$ cat config.mk
export PLATFORM = sky130hd
export DESIGN_NAME = levelized_scan_ctrl
export DESIGN_NICKNAME = d
export VERILOG_FILES = /design/src/rtl/lst_pkg.sv /design/src/rtl/lst_fsm.sv /design/src/rtl/lst_scan_port.sv /design/src/rtl/levelized_scan_ctrl.sv
export SDC_FILE = /design/constraint.sdc
export NUM_CORES = 1
export LEC_CHECK = 0
export BUFFER_PORTS_ARGS = -buffer_cell sky130_fd_sc_hd__clkbuf_2
export CAP_MARGIN = 0
export CORE_UTILIZATION = 45
export DETAILED_ROUTE_END_ITERATION = 8
export GPL_ROUTABILITY_DRIVEN = 0
export GPL_TIMING_DRIVEN = 0
export MAX_ROUTING_LAYER = met4
export PLACE_DENSITY = 0.68
export SYNTH_ARGS = -nofsm -noshare
export SYNTH_HDL_FRONTEND = slang
export SYNTH_SLANG_ARGS = --single-unit
$ cat constraint.sdc
create_clock -name clk -period 1.7 [get_ports clk]
set_input_delay 0.255 -clock clk [delete_from_list [all_inputs] [get_ports clk]]
set_output_delay 0.255 -clock clk [all_outputs]
set_load 0.02 [all_outputs]
$ cat src/rtl/lst_pkg.sv
package lst_pkg;

  typedef enum logic [2:0] {
    ST_IDLE   = 3'd0,
    ST_FETCH  = 3'd1,
    ST_LOAD   = 3'd2,
    ST_APPLY  = 3'd3,
    ST_CAPT   = 3'd4,
    ST_UNLOAD = 3'd5
  } lst_state_e;

  localparam logic [1:0] MODE_NORMAL  = 2'b00;
  localparam logic [1:0] MODE_SHIFT   = 2'b01;
  localparam logic [1:0] MODE_CAPTURE = 2'b10;
  localparam logic [1:0] MODE_HOLD    = 2'b11;

  function automatic logic [1:0] mode_of(input lst_state_e s);
    case (s)
      ST_LOAD, ST_UNLOAD: mode_of = MODE_SHIFT;
      ST_CAPT:            mode_of = MODE_CAPTURE;
      ST_APPLY:           mode_of = MODE_HOLD;
      default:            mode_of = MODE_NORMAL;
    endcase
  endfunction

endpackage

$ cat src/rtl/lst_fsm.sv
module lst_fsm
  import lst_pkg::*;
#(
  parameter int NUM_LEVELS    = 3,
  parameter int VEC_PER_LEVEL = 4,
  parameter int SCAN_LEN      = 6,
  parameter int LVL_W         = (NUM_LEVELS > 1) ? $clog2(NUM_LEVELS) : 1,
  parameter int VIDX_W        = (VEC_PER_LEVEL > 1) ? $clog2(VEC_PER_LEVEL) : 1
) (
  input  logic              clk,
  input  logic              rst,
  input  logic              start,
  output lst_state_e        state_q,
  output logic [1:0]        mode_q,
  output logic [LVL_W-1:0]  level_q,
  output logic [VIDX_W-1:0] index_q,
  output logic              shift_last,
  output logic              busy_q,
  output logic              done_q
);

  localparam int CNT_W = $clog2(SCAN_LEN + 1);

  lst_state_e       state_d;
  logic [CNT_W-1:0] cnt_q;
  logic             shift_st;
  logic             cnt_last;
  logic             vec_last;
  logic             lvl_last;
  logic             run_last;
  logic             start_ok;

  assign shift_st   = (state_q == ST_LOAD) || (state_q == ST_UNLOAD);
  assign cnt_last   = (cnt_q == CNT_W'(SCAN_LEN - 1));
  assign vec_last   = (index_q == VIDX_W'(VEC_PER_LEVEL - 1));
  assign lvl_last   = (level_q == LVL_W'(NUM_LEVELS - 1));
  assign run_last   = vec_last && lvl_last;
  assign shift_last = shift_st && cnt_last;
  assign start_ok   = (state_q == ST_IDLE) && start;

  always_comb begin
    state_d = state_q;
    case (state_q)
      ST_IDLE:   if (start) state_d = ST_FETCH;
      ST_FETCH:  state_d = (level_q == '0) ? ST_APPLY : ST_LOAD;
      ST_LOAD:   if (cnt_last) state_d = ST_APPLY;
      ST_APPLY:  state_d = ST_CAPT;
      ST_CAPT:   state_d = ST_UNLOAD;
      ST_UNLOAD: if (cnt_last) state_d = run_last ? ST_IDLE : ST_FETCH;
      default:   state_d = ST_IDLE;
    endcase
  end

  always_ff @(posedge clk) begin
    if (rst) begin
      state_q <= ST_IDLE;
      mode_q  <= MODE_NORMAL;
      cnt_q   <= '0;
      level_q <= '0;
      index_q <= '0;
      busy_q  <= 1'b0;
      done_q  <= 1'b0;
    end else begin
      state_q <= state_d;
      mode_q  <= mode_of(state_d);
      busy_q  <= (state_d != ST_IDLE);
      if (shift_st) cnt_q <= cnt_last ? '0 : cnt_q + 1'b1;
      if (start_ok) done_q <= 1'b0;
      if ((state_q == ST_UNLOAD) && cnt_last) begin
        if (run_last) begin
          level_q <= '0;
          index_q <= '0;
          done_q  <= 1'b1;
        end else if (vec_last) begin
          index_q <= '0;
          level_q <= level_q + 1'b1;
        end else begin
          index_q <= index_q + 1'b1;
        end
      end
    end
  end

endmodule

$ cat src/rtl/lst_scan_port.sv
module lst_scan_port
  import lst_pkg::*;
#(
  parameter int PI_W     = 8,
  parameter int SCAN_LEN = 6,
  parameter int LVL_W    = 2,
  parameter int VIDX_W   = 2
) (
  input  logic                clk,
  input  logic                rst,
  input  lst_state_e          state_q,
  input  logic                shift_last,
  input  logic [LVL_W-1:0]    level,
  input  logic [VIDX_W-1:0]   index,
  input  logic [PI_W-1:0]     src_pi,
  input  logic [SCAN_LEN-1:0] src_scan,
  input  logic                scan_so,
  output logic [PI_W-1:0]     pi_q,
  output logic                scan_si,
  output logic [SCAN_LEN-1:0] res_q,
  output logic                res_valid_q,
  output logic [LVL_W-1:0]    res_level_q,
  output logic [VIDX_W-1:0]   res_index_q
);

  logic [SCAN_LEN-1:0] sreg_q;
  logic [SCAN_LEN-1:0] shifted;
  logic                unload_end;

  // Outgoing bit leaves from the top; returning bit enters at the bottom.
  assign shifted    = {sreg_q[SCAN_LEN-2:0], scan_so};
  assign scan_si    = sreg_q[SCAN_LEN-1];
  assign unload_end = (state_q == ST_UNLOAD) && shift_last;

  always_ff @(posedge clk) begin
    if (rst) begin
      sreg_q      <= '0;
      pi_q        <= '0;
      res_q       <= '0;
      res_valid_q <= 1'b0;
      res_level_q <= '0;
      res_index_q <= '0;
    end else begin
      res_valid_q <= unload_end;
      if (state_q == ST_FETCH) begin
        pi_q   <= src_pi;
        sreg_q <= src_scan;
      end else if ((state_q == ST_LOAD) || (state_q == ST_UNLOAD)) begin
        sreg_q <= shifted;
      end
      if (unload_end) begin
        res_q       <= shifted;
        res_level_q <= level;
        res_index_q <= index;
      end
    end
  end

endmodule

$ cat src/rtl/levelized_scan_ctrl.sv
module levelized_scan_ctrl
  import lst_pkg::*;
#(
  parameter int NUM_LEVELS    = 3,
  parameter int VEC_PER_LEVEL = 4,
  parameter int SCAN_LEN      = 6,
  parameter int PI_W          = 8,
  localparam int LVL_W        = (NUM_LEVELS > 1) ? $clog2(NUM_LEVELS) : 1,
  localparam int VIDX_W       = (VEC_PER_LEVEL > 1) ? $clog2(VEC_PER_LEVEL) : 1
) (
  input  logic                clk,
  input  logic                rst,
  input  logic                start,
  output logic [LVL_W-1:0]    src_level,
  output logic [VIDX_W-1:0]   src_index,
  input  logic [PI_W-1:0]     src_pi,
  input  logic [SCAN_LEN-1:0] src_scan,
  output logic [PI_W-1:0]     pi_drive,
  output logic [1:0]          scan_mode,
  output logic                scan_si,
  input  logic                scan_so,
  output logic [SCAN_LEN-1:0] res_data,
  output logic                res_valid,
  output logic [LVL_W-1:0]    res_level,
  output logic [VIDX_W-1:0]   res_index,
  output logic                busy,
  output logic                done
);

  lst_state_e state;
  logic       shift_last;

  lst_fsm #(
    .NUM_LEVELS   (NUM_LEVELS),
    .VEC_PER_LEVEL(VEC_PER_LEVEL),
    .SCAN_LEN     (SCAN_LEN),
    .LVL_W        (LVL_W),
    .VIDX_W       (VIDX_W)
  ) u_fsm (
    .clk       (clk),
    .rst       (rst),
    .start     (start),
    .state_q   (state),
    .mode_q    (scan_mode),
    .level_q   (src_level),
    .index_q   (src_index),
    .shift_last(shift_last),
    .busy_q    (busy),
    .done_q    (done)
  );

  lst_scan_port #(
    .PI_W    (PI_W),
    .SCAN_LEN(SCAN_LEN),
    .LVL_W   (LVL_W),
    .VIDX_W  (VIDX_W)
  ) u_port (
    .clk        (clk),
    .rst        (rst),
    .state_q    (state),
    .shift_last (shift_last),
    .level      (src_level),
    .index      (src_index),
    .src_pi     (src_pi),
    .src_scan   (src_scan),
    .scan_so    (scan_so),
    .pi_q       (pi_drive),
    .scan_si    (scan_si),
    .res_q      (res_data),
    .res_valid_q(res_valid),
    .res_level_q(res_level),
    .res_index_q(res_index)
  );

endmodule

After elaboration in Yosys (flattened, before gate mapping) --
Index checks and enable logic that the tools add are counted.
Word-level totals: register bits after elaboration 39, input port bits 18, word-level logic and storage cells 58
Operators by class: add/sub/neg operators 3, reduce and logical (&&, ||, !) cells 13, equality and inequality tests 12, mux-type cells 17
Operator list (count):
- $pmux 3 s6 | 1
- $eq 3x3->1 const B | 5
- $eq 3x2->1 const B | 4
- $mux 3 | 4
- $mux 6 | 2
- $mux 2 | 4
- $pmux 2 s3 | 1
- $logic_and 1x1->1 | 5
- $mux 1 | 5
- $add 2x1->2 const B | 2
- $eq 2x2->1 const B | 2
- $reduce_bool 2->1 | 2
- $add 3x1->3 const B | 1
- $eq 3x1->1 const B | 1
- $logic_not 3->1 | 1
- $reduce_bool 3->1 | 1
- $logic_not 2->1 | 1
- $reduce_and 2->1 | 1
- $reduce_or 2->1 | 1
- $logic_or 1x1->1 | 1

Depth between registers and ports, before layout --
depth after elaboration 8, mapped depth 6, depth with buffers taken out 4

Modules after synthesis --
From an unflattened synthesis, not the netlist that was laid out.
Second synthesis, totals: cells, all modules 193, area, all modules 1706.6 um^2
By module, submodules not included:
- lst_scan_port | cells an instance 113, area an instance 969.7 um^2, instances 1
- lst_fsm | cells an instance 80, area an instance 737.0 um^2, instances 1

Worst setup path before layout --
Ideal clock, no wire load.
path kind flip-flop to flip-flop, start register u_fsm.state_q[0], end register u_fsm.cnt_q[1], cell stages (with the launch flop) 6, period minus slack after synthesis 1548 ps, data required time 1577 ps, path slack 152 ps, setup time 123 ps, arrival 1425 ps, cell sequence dfxtp_1 > buf_2 > or3b_1 > buf_2 > a21boi_4 > mux2_1
Between the ends: longest elaborated chain between the ends 2
Ends and longest elaborated chain:
- start, declared | RTL line lst_fsm.sv:13 | output lst_state_e state_q,
- start signal, assigned | RTL line lst_fsm.sv:64 | state_q <= state_d;
- $eq 3x2->1 / $eq 3x3->1 (equally long branches) | RTL line lst_fsm.sv:33 | assign shift_st = (state_q == ST_LOAD) || (state_q == ST_UNLOAD);
- $logic_or 1x1->1 * | RTL line lst_fsm.sv:33
- end signal, assigned | RTL line lst_fsm.sv:67 | if (shift_st) cnt_q <= cnt_last ? '0 : cnt_q + 1'b1;
- end, declared | RTL line lst_fsm.sv:25 | logic [CNT_W-1:0] cnt_q;
Every way passes the cells marked *; elsewhere a longest branch is shown, timed or not. A chain may end at the register's enable or synchronous reset.

Worst setup path after layout --
Ends and elaborated chain as after synthesis.

==> impl_summary.log <==
[metrics] Remaining Overflow, GRT: 0
[metrics] Worst-path clk slew: 0.08 ns
[metrics] Worst Path Arrival: 1.81 ns
[metrics] standard-cell rows: 21
[metrics] overall routing resource usage: 21.9%
[metrics] Final Max Tran Viols: 0
[metrics] async set-reset flop share out of synthesis: 0%
[metrics] critical path start-end classification: register to register
[metrics] final clock skew: 0.00897 ns
[metrics] Most used DFF post-synth: sky130_fd_sc_hd__dfxtp_1
[metrics] Worst-Margin Slew: just over 0.5 ns
[metrics] highest-count cells in the layout ignoring fill and taps: 46 x sky130_fd_sc_hd__clkbuf_2, 38 x sky130_fd_sc_hd__dfxtp_1, 31 x sky130_fd_sc_hd__a21oi_1, 16 x sky130_fd_sc_hd__nand2_1
[metrics] worst slack on hold paths: about 0.17 ns
[metrics] highest clock rate: 614 MHz
[metrics] Layout Area Growth over Synthesis: 22.9%
[metrics] yosys synthesis warning count: 0
[metrics] Post-synth EDFFs: 0
[metrics] largest voltage drop on the vdd net: 0.000640 V
[metrics] final hold violation count: 0
[metrics] leakage power: between 0.8 and 0.9 nW
[metrics] buffer levels on the longest clock path: 2
[metrics] clock tree from TritonCTS: built
[metrics] remaining number of nets flagged by the antenna check after routing: 0
[metrics] via total after detailed routing: 1584
[metrics] sequential element share of the synthesized area: 46.1%
[metrics] first-pass GRT wire length: slightly below 7000 um
[metrics] Pwr per Cell Area: 1090 mW/mm^2
[metrics] diode count: 0
[metrics] half-perimeter wire length after placement: between 2000 and 3000 um
[metrics] setup slack of the worst register-to-register path: 0.07 ns
[metrics] Startpoint Class: register
[metrics] initial detailed-routing violation count: roughly 110
[metrics] crit path launch: u_fsm.state_q[0]
[metrics] number of stages on the worst hold path: 3
[metrics] setup repair after global routing missed its margin: no
[metrics] source of the worst hold timing path: src_pi[3]
[metrics] critical path peak fanout: 9
[metrics] number of remaining DRC errors: 0
[metrics] drt via density: 5.35
[metrics] number of buffers inserted during clock tree synthesis: 5
[metrics] core box area: 0.00347 sq mm
[metrics] kind of end point of the critical path: register
[metrics] total routed wirelength: around 4000 um
[metrics] gate count after technology mapping: just under 200
[metrics] most common library cell in the layout ignoring fill and taps: sky130_fd_sc_hd__clkbuf_2
[metrics] relative slew slack: 66.2%
[metrics] RR Endpoint: u_fsm.cnt_q[1]
[metrics] net count of the finished layout: 269
[metrics] number of maximum-capacitance constraint violations: 0
[metrics] class of the tightest hold or removal check: input pin to register
[metrics] die area: 0.00401 sq mm
[metrics] Port Buffer Count: 45
[metrics] number of cells traversed by the worst register-to-register path: 5
[metrics] number of fillers in the final layout: 343
[metrics] share of the cycle needed by the critical path after routing: 95.8%
[metrics] Root Buffer Master: sky130_fd_sc_hd__clkbuf_8
[metrics] count of cell types in the netlist: 43
[metrics] top-level I/O count: 46
[metrics] endpoint of the worst hold path: u_port.pi_q[3]
[metrics] final setup fails: 0
[metrics] Placement Setup Slack: 0.0588 ns
[metrics] number of nets produced by synthesis: between 200 and 250
[metrics] height of the die: ~63 um
[metrics] Wirelength per Cell: about 13 um
[metrics] worst reg2reg path startpoint: u_fsm.state_q[0]
[metrics] outcome: finished clean
[metrics] layout cells sized above 1: 28.4%
[metrics] setup total negative slack: 0 ns
[metrics] antenna violations before repair: 0
[metrics] Detailed Routing Iterations Pass 1: 4
[metrics] power after layout: 2.27 mW
[metrics] CTS sink cnt: 39
[metrics] Synth Area per Inst: 8.64 sq um
[metrics] width of the die: 63.4 um
[metrics] post-cts hold buffer count: 0
[metrics] starting density of the core: 48.8%
[metrics] H-tree depth: 2
[metrics] PnR worst setup slack: 0.0719 ns
[metrics] fin crit period: 1.63 ns
[metrics] data required time at the worst endpoint: ~1.9 ns
[metrics] clock latency of the later-clocked register in the worst-skew pair: approximately 0.3 ns
[metrics] Synth Register Bits: 39
[metrics] largest net degree at the start of global routing: 14
[metrics] Netlist Area Pre-Place: between 0.0015 and 0.002 sq mm
[metrics] via count of the first global-routing pass: 1470
==> cell usage after synthesis, drive strengths merged (2+ instances only) <==
cell type | number | area share, %
clkbuf | 7 | 1.6
nand3 | 12 | 3.5
nor2b | 3 | 1.1
nand4b | 2 | 1.0
a21oi | 31 | 9.2
nand2 | 16 | 3.5
inv | 2 | 0.44
dfxtp | 39 | 46
o21ai | 15 | 4.4
nor4 | 2 | 0.74
or3b | 3 | 1.6
ha | 2 | 1.5
nor3 | 6 | 1.8
a2111oi | 6 | 4.0
a211oi | 2 | 0.89
buf | 10 | 2.8
nor2 | 12 | 2.7
o31ai | 2 | 0.89
nor3b | 2 | 1.5
nand2b | 4 | 1.5
==> cell type report <==
| type | instances | area [sq um] | area share (%) |
|---|---|---|---|
| Inverter | 2 | 7.51 | 0.361 |
| Tap cell | 46 | 57.6 | 2.76 |
| Multi-Input combinational cell | 138 | 832 | 40.0 |
| Buffer | 16 | 73.8 | 3.55 |
| Clock inverter | 3 | 20.0 | 0.962 |
| Sequential cell | 39 | 782 | 37.6 |
| Clock buffer | 5 | 68.8 | 3.31 |
| Timing Repair Buffer | 47 | 240 | 11.5 |
==> registers in the layout (all words and copies together) (netlist names) <==
| signal | flops |
|---|---|
| u_port.pi_q | 8 |
| u_fsm.cnt_q | 3 |
| u_port.sreg_q | 6 |
| u_port.res_q | 6 |
| u_fsm.done_q | 1 |
| u_port.res_level_q | 2 |
| u_fsm.mode_q | 2 |
| u_fsm.level_q | 2 |
| u_port.res_valid_q | 1 |
| u_fsm.busy_q | 1 |
| u_fsm.state_q | 3 |
| u_port.res_index_q | 2 |
| u_fsm.index_q | 2 |
==> cell families after synthesis <==
group / Yosys count / share of synthesized area, %
and+or+nand+nor: 69 / 22.2
buffers and inverters: 19 / 4.80
xor gates and xnor gates: 1 / 0.517
DFF: 39 / 46.1
muxes: 2 / 1.26
adders and majority gates: 2 / 1.48
AOI/OAI and AO/OA: 64 / 23.7
==> worst max-delay path by stage <==
stage / endpoint / slack (ns) / depth (start not counted)
after floorplan: u_fsm.cnt_q[1] / 0.15 / 5
after CTS: u_fsm.cnt_q[1] / 0.05 / 5
after global placement: u_fsm.cnt_q[1] / 0.09 / 5
after global routing: u_port.sreg_q[3] / 0.002 / 5
final: u_fsm.cnt_q[1] / 0.07 / 5
after detailed placement: u_fsm.cnt_q[1] / 0.06 / 5
==> metal layers <==
| metal | share of wire (%) | up-vias | track usage [%] |
|---|---|---|---|
| li1 | - | 814 | - |
| met1 | 50 | 727 | 28.6 |
| met2 | 45 | 39 | 33.5 |
| met3 | 3.9 | 4 | 5.62 |
| met4 | 0.73 | 0 | 5.97 |
| met5 | 0 | - | - |
==> report_power, final <==
part / internal (mW) / switching [mW]
clock: 0.285 / 0.337
sequential: 1.02 / 0.0749
combinational: 0.228 / 0.324
total: 1.53 / 0.736
==> what timing repair did <==
item	4_1_cts	5_1_grt
buffers inserted	0	2
resized for setup	0	3
setup endpoints to repair	0	10
==> critical path, stage by stage, from the launching register on <==
cell,delay (ns)
sky130_fd_sc_hd__dfxtp_1,0.30
sky130_fd_sc_hd__buf_2,0.15
sky130_fd_sc_hd__or3b_1,0.37
sky130_fd_sc_hd__clkbuf_4,0.19
sky130_fd_sc_hd__a21boi_4,0.18
sky130_fd_sc_hd__mux2_1,0.33
==> per-stage QoR <==
| stage | util (%) | instance area (sq um) | std cells |
|---|---|---|---|
| 2_1_floorplan | - | 1690 | 196 |
| 3_3_place_gp | 57.0 | 1980 | 287 |
| 3_5_place_dp | 57.0 | 1980 | 287 |
| 4_1_cts | 59.6 | 2070 | 295 |
| 5_1_grt | 60.0 | 2080 | 296 |
| 6_report | 60.0 | 2080 | 296 |
(Power assumes the default switching activity.)
